===== src/rtl/sb_pkg.sv =====
// Package: shared types for the register scoreboard.
// Assumes: select codes are visible at the top ports and must stay stable.
package sb_pkg;
    typedef enum logic [2:0] {
        SRC_RF   = 3'd0,
        SRC_EX   = 3'd1,
        SRC_MA   = 3'd2,
        SRC_ZERO = 3'd3,
        SRC_WAIT = 3'd4
    } src_sel_e;
endpackage


===== src/rtl/sb_pending_table.sv =====
// Module: one pending flag per register.
// Set on issue, cleared on commit or flush; set wins over any clear.
// Assumes: entry 0 has no storage and always reads as not pending.
module sb_pending_table #(
    parameter  int NREG = 32,
    localparam int IDXW = $clog2(NREG)
) (
    input  logic            clk,
    input  logic            rst_n,
    input  logic            set_en,
    input  logic [IDXW-1:0] set_idx,
    input  logic            clr_en,
    input  logic [IDXW-1:0] clr_idx,
    input  logic            flush_en,
    input  logic [NREG-1:0] flush_mask,
    output logic [NREG-1:0] pend_q
);
    for (genvar i = 0; i < NREG; i++) begin : g_ent
        if (i == 0) begin : g_zero
            // Register 0 is hardwired: never pending.
            assign pend_q[i] = 1'b0;
        end else begin : g_flag
            logic hit_set;
            logic hit_clr;
            // Decode this entry's set and clear requests.
            always_comb begin
                hit_set = set_en && (set_idx == IDXW'(i));
                hit_clr = (clr_en && (clr_idx == IDXW'(i))) ||
                          (flush_en && flush_mask[i]);
            end
            // Update the flag; a same-cycle set overrides a clear.
            always_ff @(posedge clk) begin
                if (!rst_n)       pend_q[i] <= 1'b0;
                else if (hit_set) pend_q[i] <= 1'b1;
                else if (hit_clr) pend_q[i] <= 1'b0;
            end
        end
    end
endmodule


===== src/rtl/sb_port_match.sv =====
// Module: compares one forwarding port with one source index.
// Assumes: data-valid has meaning only while address-valid is high.
module sb_port_match #(
    parameter int IDXW = 5
) (
    input  logic            addr_vld,
    input  logic            data_vld,
    input  logic [IDXW-1:0] addr,
    input  logic [IDXW-1:0] idx,
    output logic            hit,
    output logic            rdy
);
    // Address match and data readiness for this port.
    always_comb begin
        hit = addr_vld && (addr == idx);
        rdy = hit && data_vld;
    end
endmodule


===== src/rtl/sb_operand_sel.sv =====
// Module: chooses the value source for one source operand.
// Priority: zero, register file, execute port, memory port, wait.
// Assumes: the execute port holds the younger writer of any register.
module sb_operand_sel
    import sb_pkg::*;
#(
    parameter int IDXW = 5,
    parameter int XLEN = 64
) (
    input  logic            re,
    input  logic [IDXW-1:0] idx,
    input  logic            pend,
    input  logic            ex_hit,
    input  logic            ex_rdy,
    input  logic            ma_hit,
    input  logic            ma_rdy,
    input  logic [XLEN-1:0] ex_data,
    input  logic [XLEN-1:0] ma_data,
    input  logic [XLEN-1:0] rf_data,
    output logic [2:0]      sel,
    output logic [XLEN-1:0] data,
    output logic            rd_req,
    output logic            stall
);
    src_sel_e src;

    // Select the source in priority order.
    always_comb begin
        src    = SRC_ZERO;
        data   = '0;
        rd_req = 1'b0;
        stall  = 1'b0;
        if (re && (idx != '0)) begin
            if (!pend) begin
                src    = SRC_RF;
                data   = rf_data;
                rd_req = 1'b1;
            end else if (ex_hit) begin
                if (ex_rdy) begin
                    src  = SRC_EX;
                    data = ex_data;
                end else begin
                    src   = SRC_WAIT;
                    stall = 1'b1;
                end
            end else if (ma_hit) begin
                if (ma_rdy) begin
                    src  = SRC_MA;
                    data = ma_data;
                end else begin
                    src   = SRC_WAIT;
                    stall = 1'b1;
                end
            end else begin
                src   = SRC_WAIT;
                stall = 1'b1;
            end
        end
    end

    // Present the select code at the port.
    assign sel = src;
endmodule


===== src/rtl/reg_scoreboard_byp.sv =====
// Module: register scoreboard with per-operand bypass selection.
// Tracks pending writers and picks RF, forwarded or zero data, or stalls.
// Assumes: the commit port writes the register file at the same edge.
module reg_scoreboard_byp
    import sb_pkg::*;
#(
    parameter  int NREG = 32,
    parameter  int XLEN = 64,
    localparam int IDXW = $clog2(NREG)
) (
    input  logic            clk,
    input  logic            rst_n,
    input  logic            iss_valid,
    input  logic            iss_rd_we,
    input  logic [IDXW-1:0] iss_rd,
    input  logic            wb_we,
    input  logic [IDXW-1:0] wb_rd,
    input  logic            flush_valid,
    input  logic [NREG-1:0] flush_mask,
    input  logic            rs1_re,
    input  logic [IDXW-1:0] rs1_idx,
    input  logic [XLEN-1:0] rs1_rf_data,
    input  logic            rs2_re,
    input  logic [IDXW-1:0] rs2_idx,
    input  logic [XLEN-1:0] rs2_rf_data,
    input  logic            ex_addr_vld,
    input  logic            ex_data_vld,
    input  logic [IDXW-1:0] ex_addr,
    input  logic [XLEN-1:0] ex_data,
    input  logic            ma_addr_vld,
    input  logic            ma_data_vld,
    input  logic [IDXW-1:0] ma_addr,
    input  logic [XLEN-1:0] ma_data,
    output logic            rs1_rd_req,
    output logic [2:0]      rs1_sel,
    output logic [XLEN-1:0] rs1_data,
    output logic            rs2_rd_req,
    output logic [2:0]      rs2_sel,
    output logic [XLEN-1:0] rs2_data,
    output logic            stall
);
    localparam int NSRC = 2;

    logic [NREG-1:0] pend_q;
    logic            set_en;
    logic            clr_en;

    logic [NSRC-1:0] op_re;
    logic [IDXW-1:0] op_idx  [NSRC];
    logic [XLEN-1:0] op_rf   [NSRC];
    logic [XLEN-1:0] op_data [NSRC];
    logic [2:0]      op_sel  [NSRC];
    logic [NSRC-1:0] op_pend;
    logic [NSRC-1:0] op_req;
    logic [NSRC-1:0] op_stall;
    logic [NSRC-1:0] ex_hit, ex_rdy, ma_hit, ma_rdy;

    // Qualify issue and commit; register 0 never changes state.
    always_comb begin
        set_en = iss_valid && iss_rd_we && (iss_rd != '0);
        clr_en = wb_we && (wb_rd != '0);
    end

    sb_pending_table #(.NREG(NREG)) u_tab (
        .clk        (clk),
        .rst_n      (rst_n),
        .set_en     (set_en),
        .set_idx    (iss_rd),
        .clr_en     (clr_en),
        .clr_idx    (wb_rd),
        .flush_en   (flush_valid),
        .flush_mask (flush_mask),
        .pend_q     (pend_q)
    );

    // Gather the operand ports into arrays.
    always_comb begin
        op_re     = {rs2_re, rs1_re};
        op_idx[0] = rs1_idx;
        op_idx[1] = rs2_idx;
        op_rf[0]  = rs1_rf_data;
        op_rf[1]  = rs2_rf_data;
    end

    for (genvar g = 0; g < NSRC; g++) begin : g_op
        assign op_pend[g] = pend_q[op_idx[g]];

        sb_port_match #(.IDXW(IDXW)) u_ex (
            .addr_vld (ex_addr_vld),
            .data_vld (ex_data_vld),
            .addr     (ex_addr),
            .idx      (op_idx[g]),
            .hit      (ex_hit[g]),
            .rdy      (ex_rdy[g])
        );

        sb_port_match #(.IDXW(IDXW)) u_ma (
            .addr_vld (ma_addr_vld),
            .data_vld (ma_data_vld),
            .addr     (ma_addr),
            .idx      (op_idx[g]),
            .hit      (ma_hit[g]),
            .rdy      (ma_rdy[g])
        );

        sb_operand_sel #(.IDXW(IDXW), .XLEN(XLEN)) u_sel (
            .re      (op_re[g]),
            .idx     (op_idx[g]),
            .pend    (op_pend[g]),
            .ex_hit  (ex_hit[g]),
            .ex_rdy  (ex_rdy[g]),
            .ma_hit  (ma_hit[g]),
            .ma_rdy  (ma_rdy[g]),
            .ex_data (ex_data),
            .ma_data (ma_data),
            .rf_data (op_rf[g]),
            .sel     (op_sel[g]),
            .data    (op_data[g]),
            .rd_req  (op_req[g]),
            .stall   (op_stall[g])
        );
    end

    // Drive the operand outputs and the combined stall.
    always_comb begin
        rs1_rd_req = op_req[0];
        rs1_sel    = op_sel[0];
        rs1_data   = op_data[0];
        rs2_rd_req = op_req[1];
        rs2_sel    = op_sel[1];
        rs2_data   = op_data[1];
        stall      = |op_stall;
    end
endmodule


===== config.mk =====
export PLATFORM = sky130hd
export DESIGN_NAME = reg_scoreboard_byp
export DESIGN_NICKNAME = d
export VERILOG_FILES = /design/src/rtl/sb_pkg.sv /design/src/rtl/sb_pending_table.sv /design/src/rtl/sb_port_match.sv /design/src/rtl/sb_operand_sel.sv /design/src/rtl/reg_scoreboard_byp.sv
export SDC_FILE = /design/constraint.sdc
export NUM_CORES = 1
export LEC_CHECK = 0
export ABC_CLOCK_PERIOD_IN_PS = 6800
export BUFFER_PORTS_ARGS = -buffer_cell sky130_fd_sc_hd__buf_2
export CAP_MARGIN = 20
export CORE_AREA = 2 2 182 184
export DETAILED_ROUTE_END_ITERATION = 8
export DIE_AREA = 0 0 184 186
export GPL_ROUTABILITY_DRIVEN = 0
export PLACE_DENSITY = 0.44
export SYNTH_ARGS = -nofsm -noshare
export SYNTH_HDL_FRONTEND = slang
export SYNTH_HIERARCHICAL = 1
export SYNTH_SLANG_ARGS = --single-unit

===== constraint.sdc =====
create_clock -name clk -period 6.8 [get_ports clk]
set_clock_uncertainty 0.05 [all_clocks]
set_input_delay 1.02 -clock clk [delete_from_list [all_inputs] [get_ports clk]]
set_output_delay 1.02 -clock clk [all_outputs]
set_load 0.01 [all_outputs]

* Word-level counts from Yosys, hierarchy flattened
Index checks and enable logic that the tools add are counted.
Cells by class: magnitude comparators 2, equal/unequal tests 66, reduce and logical (&&, ||, !) cells 173, multiplexer cells 106
Operators by type and width (number):
- 64-bit two-way mux | 12
- 5-bit equality test, second input constant | 32
- 1-bit logical AND | 106
- 5-bit by 4-bit equality test with 1-bit output, second input constant | 16
- 1-bit two-way mux | 80
- 2-bit nonzero test | 31
- 5-bit by 3-bit equality test with 1-bit output, second input constant | 8
- 3-bit two-way mux | 12
- 1-bit logical OR | 31
- 5-bit by 2-bit equality test with 1-bit output, second input constant | 4
- 5-bit equality test | 4
- 5-bit nonzero test | 4
- 5-bit by 6-bit less-than comparator with 1-bit output, second input constant | 2
- 1-bit binary-select mux with 5-bit select | 2
- 5-bit by 1-bit equality test with 1-bit output, second input constant | 2
- 2-bit OR reduction | 1
Storage, ports and cells: bits in registers 31, word-level logic and storage cells 378, input bits 330, output and inout bits 137

* Depth between registers and ports, before layout
word-level depth 9, depth in mapped cells 12, gate-level depth less buffers 8

* Modules after synthesis
The synthesis kept the hierarchy.
Modules (own cells, without submodules):
- sb_operand_sel | sequential area each 0.0 µm², instances 2, area an instance 1098.6 µm², cells each 168
- sb_pending_table | sequential area each 620.6 µm², instances 1, area an instance 1512.7 µm², cells each 181
- reg_scoreboard_byp | sequential area each 0.0 µm², instances 1, area an instance 688.2 µm², cells each 87
- sb_port_match | sequential area each 0.0 µm², instances 4, area an instance 66.3 µm², cells each 8

* Worst setup path before layout
Ideal clock, no wire load.
path type input to output, from in rs1_idx[1], to out rs1_data[14], required time 5.730 ns, stages 12, data arrival time 2.884 ns, path buffers 4, path slack 2.846 ns, cells stage by stage buf_6 > buf_12 > mux2i_1 > a22oi_1 > nand3_1 > nand2_1 > a311o_1 > and3_1 > buf_2 > buf_1 > a222oi_1 > nor2_1
On the way: elaborated cells between the ends (all ways) 16, those cells by class 2 x eq/ne; 8 x mux; 6 x reduce/logical
RTL lines:
- from (decl) | RTL line reg_scoreboard_byp.sv:21 | input logic [IDXW-1:0] rs1_idx,
- 1-bit binary-select mux with 5-bit select | RTL line reg_scoreboard_byp.sv:86 | assign op_pend[g] = pend_q[op_idx[g]];
- 1-bit two-way mux (implied by the code) | RTL line reg_scoreboard_byp.sv:86
- named net op_pend[0] | RTL line reg_scoreboard_byp.sv:53 | logic [NSRC-1:0] op_pend;
- 64-bit two-way mux | RTL line sb_operand_sel.sv:34 | if (!pend) begin
- 64-bit two-way mux | RTL line sb_operand_sel.sv:33 | if (re && (idx != '0)) begin
- to (decl) | RTL line reg_scoreboard_byp.sv:36 | output logic [XLEN-1:0] rs1_data,
The timed path passes the listed nets, and every way through them passes these cells. The select of a mux whose other input is x is not followed.

* Worst setup path in the final report
from in rs1_idx[1], to out rs1_data[47]
Same word-level chain as after synthesis.

==> impl_metrics.py <==
metrics = {
    "yosys": {
        "synth_area_um2": 4660,
        "yosys.area.top_type": "a222oi_1",
        "yosysWarningCount": 6,
        "async_flop_share": 0,
        "yosysMostFrequentCell": "nor2_1",
        "synth_edf_count": 0,
        "ys_types": 50,
        "syn_inst": 636,
        "syn_avg_cell_area_um2": 7.33,
        "synthTopCellsByArea": "a222oi_1 27%, dfxtp_1 13%, nor2_1 11%",
        "synth.net_count": 966,
        "synth_top_area_frac": 0.275,
        "synth_commonest_cells": "136 x nor2_1, 128 x a222oi_1, 50 x nand2_1",
        "synth_ff_type": "dfxtp_1",
        "ys_ff_latch": 31,
        "ys_seq_area_frac": 0.133,
    },
    "cts": {
        "cts.sinks": 31,
        "cts.htree.levels": 2,
        "postCtsHoldBufs": 0,
        "cts_tree": "done",
        "clk_pin_slew_ns": 0.05,
        "insertion_delay_ns": 0.28,
        "numCtsBuffers": 5,
        "clock_path_buffers": 2,
        "cts_resized": 0,
        "postCtsSetupBuffers": 0,
        "cts_root_buf": "clkbuf_16",
    },
    "layout": {
        "final_net_count": 1385,
        "regMostFlops": "u_tab/pend_q",
        "largest_register_ffs": 31,
        "drive_above_1_share": 0.484,
        "area.growth.synth_to_final_pct": 60.2,
        "reg_top3": "u_tab/pend_q (31)",
        "utilization": 0.232,
    },
    "drt": {
        "vias": 7852,
        "finalWirelength_um": 34700,
        "drtPass1Iterations": 8,
        "drtAntennaViolNets": 0,
        "wl_per_cell_um": 23.5,
        "drt_iter0_markers": 1251,
        "drc": 0,
        "vias_per_cell": 5.33,
    },
    "floorplanning": {
        "die_h_um": 186,
        "core_area_um2": 32200,
        "row_count": 66,
        "die_area_um2": 34200,
        "initial_core_util": 0.145,
        "ioPinCount": 467,
        "die_w_um": 184,
    },
    "pwr": {
        "p_int_uw": 542,
        "p_per_area_nw_per_um2": 118,
        "p_sw_frac": 0.384,
        "p_switching_uw": 338,
        "vdd_drop_max_mv": 0.0978,
        "clock_power_share": 0.264,
        "pwr-share-seq": 0.209,
        "p_comb_frac": 0.527,
        "leakage_uw": 0.00354,
    },
    "setup_path": {
        "path_class": "in2out",
        "startpoint": "rs1_idx[1]",
        "cp_data_required_time_ns": 5.73,
        "r2r_start": "u_tab/pend_q[2]",
        "r2r_cells": 3,
        "worstSetupEndpointType": "output pin",
        "startpoint_type": "input pin",
        "cp_data_arrival_time_ns": 4.17,
        "critPathMaxFanout": 42,
    },
    "hold_path": {
        "min_path_type": "reg2reg",
        "min_from": "u_tab/pend_q[11]",
        "holdPathStages": 2,
    },
    "timing": {
        "fmax_mhz": 191,
        "hold_violations": 0,
        "slew_headroom": 0.326,
        "finalMaxSlewViolations": 0,
        "fin_crit_sh": 0.770,
        "fin_setup_tns_ns": 0,
        "rsz0062_at_grt": "no",
        "setup_viol": 0,
        "period_minus_slack_ns": 5.24,
        "worst_pin_slew_ns": 1.01,
    },
    "global_route": {
        "grt_pass1_vias": 7019,
        "antenna_found_initial": 20,
        "grt_max_degree": 69,
        "grt_usage": 0.180,
        "grt_overflow": 0,
        "grt_pass1_wl_um": 46400,
    },
    "status": {
        "status": "complete, no violations",
    },
    "place": {
        "io_buffers": 465,
        "dpl.hpwl_um": 28000,
    },
    "flow_run": {
        "max_cap_viol_count": 0,
    },
}
-- metal layers --
metal / vias up / wire [um] / global-route usage
met5: - / 91 / 0
met4: 16 / 1060 / 0.0637
met3: 73 / 3450 / 0.0436
met2: 486 / 16000 / 0.283
met1: 3798 / 14100 / 0.238
li1: 3479 / - / -
-- critical path: stages --
cell	delay (ns)
buf_2	0.44
mux2i_1	0.15
a22oi_1	0.24
nand4b_1	0.12
a21oi_1	0.14
a311o_1	0.30
and4b_2	0.95
buf_4	0.32
a222oi_1	0.11
nor2_1	0.15
buf_2	0.16
-- area by class of cell --
type / instances / area [um2]
Fill cell: 3719 / 24700
Antenna cell: 10 / 25.0
Clock buffer: 8 / 156
Multi-Input combinational cell: 529 / 3640
Inverter: 2 / 7.51
Timing Repair Buffer: 486 / 2510
Tap cell: 408 / 510
Sequential cell: 31 / 621
-- cells in the final DEF (no fill, tap or decap), types with 10 or more instances in the layout --
master | netlist | final
a222oi_1 | 128 | 128
buf_2 | 17 | 465
buf_4 | 3 | 19
dfxtp_1 | 31 | 31
diode_2 | 0 | 10
mux2i_1 | 32 | 32
nand2_1 | 50 | 50
nand3_1 | 18 | 18
nor2_1 | 136 | 136
o2111ai_1 | 12 | 12
o22ai_1 | 11 | 11
xor2_1 | 16 | 16
-- cells by family after synthesis --
group,share of synthesized area
mux,0.0687
flops,0.133
xor+xnor,0.0376
simple gates,0.278
buf+inv,0.0912
compound gates,0.391
other cells,0.000804
-- final timing paths --
| kind | endpoint | slack (ns) |
|---|---|---|
| worst min-delay path | u_tab/pend_q[11] | 0.45 |
| worst min register to register | u_tab/pend_q[11] | 0.45 |
| worst max-delay path | rs1_data[47] | 1.56 |
| worst max register to register | u_tab/pend_q[2] | 5.81 |
-- power groups by stage --
stage	registers [uW]	clock network (uW)	logic (uW)
floorplan	187	0	224
global placement	188	0	459
detailed placement	188	0	459
CTS	184	234	461
global route	184	242	496
finish	184	232	463
-- per-stage QoR --
step / hold WS, ns / setup WS (ns) / instances / instance area (um2) / power [uW]
finish: 0.451 / 1.56 / 1474 / 7470 / 880
detailed placement: 0.441 / 1.58 / 1456 / 7290 / 646
CTS: 0.449 / 1.62 / 1464 / 7440 / 879
global placement: 0.439 / 1.65 / 1456 / 7290 / 647
floorplan: 0.409 / 2.85 / 636 / 4660 / 412
global route: 0.469 / 1.38 / 1473 / 7470 / 922
Power figures use the tool's default switching activity.
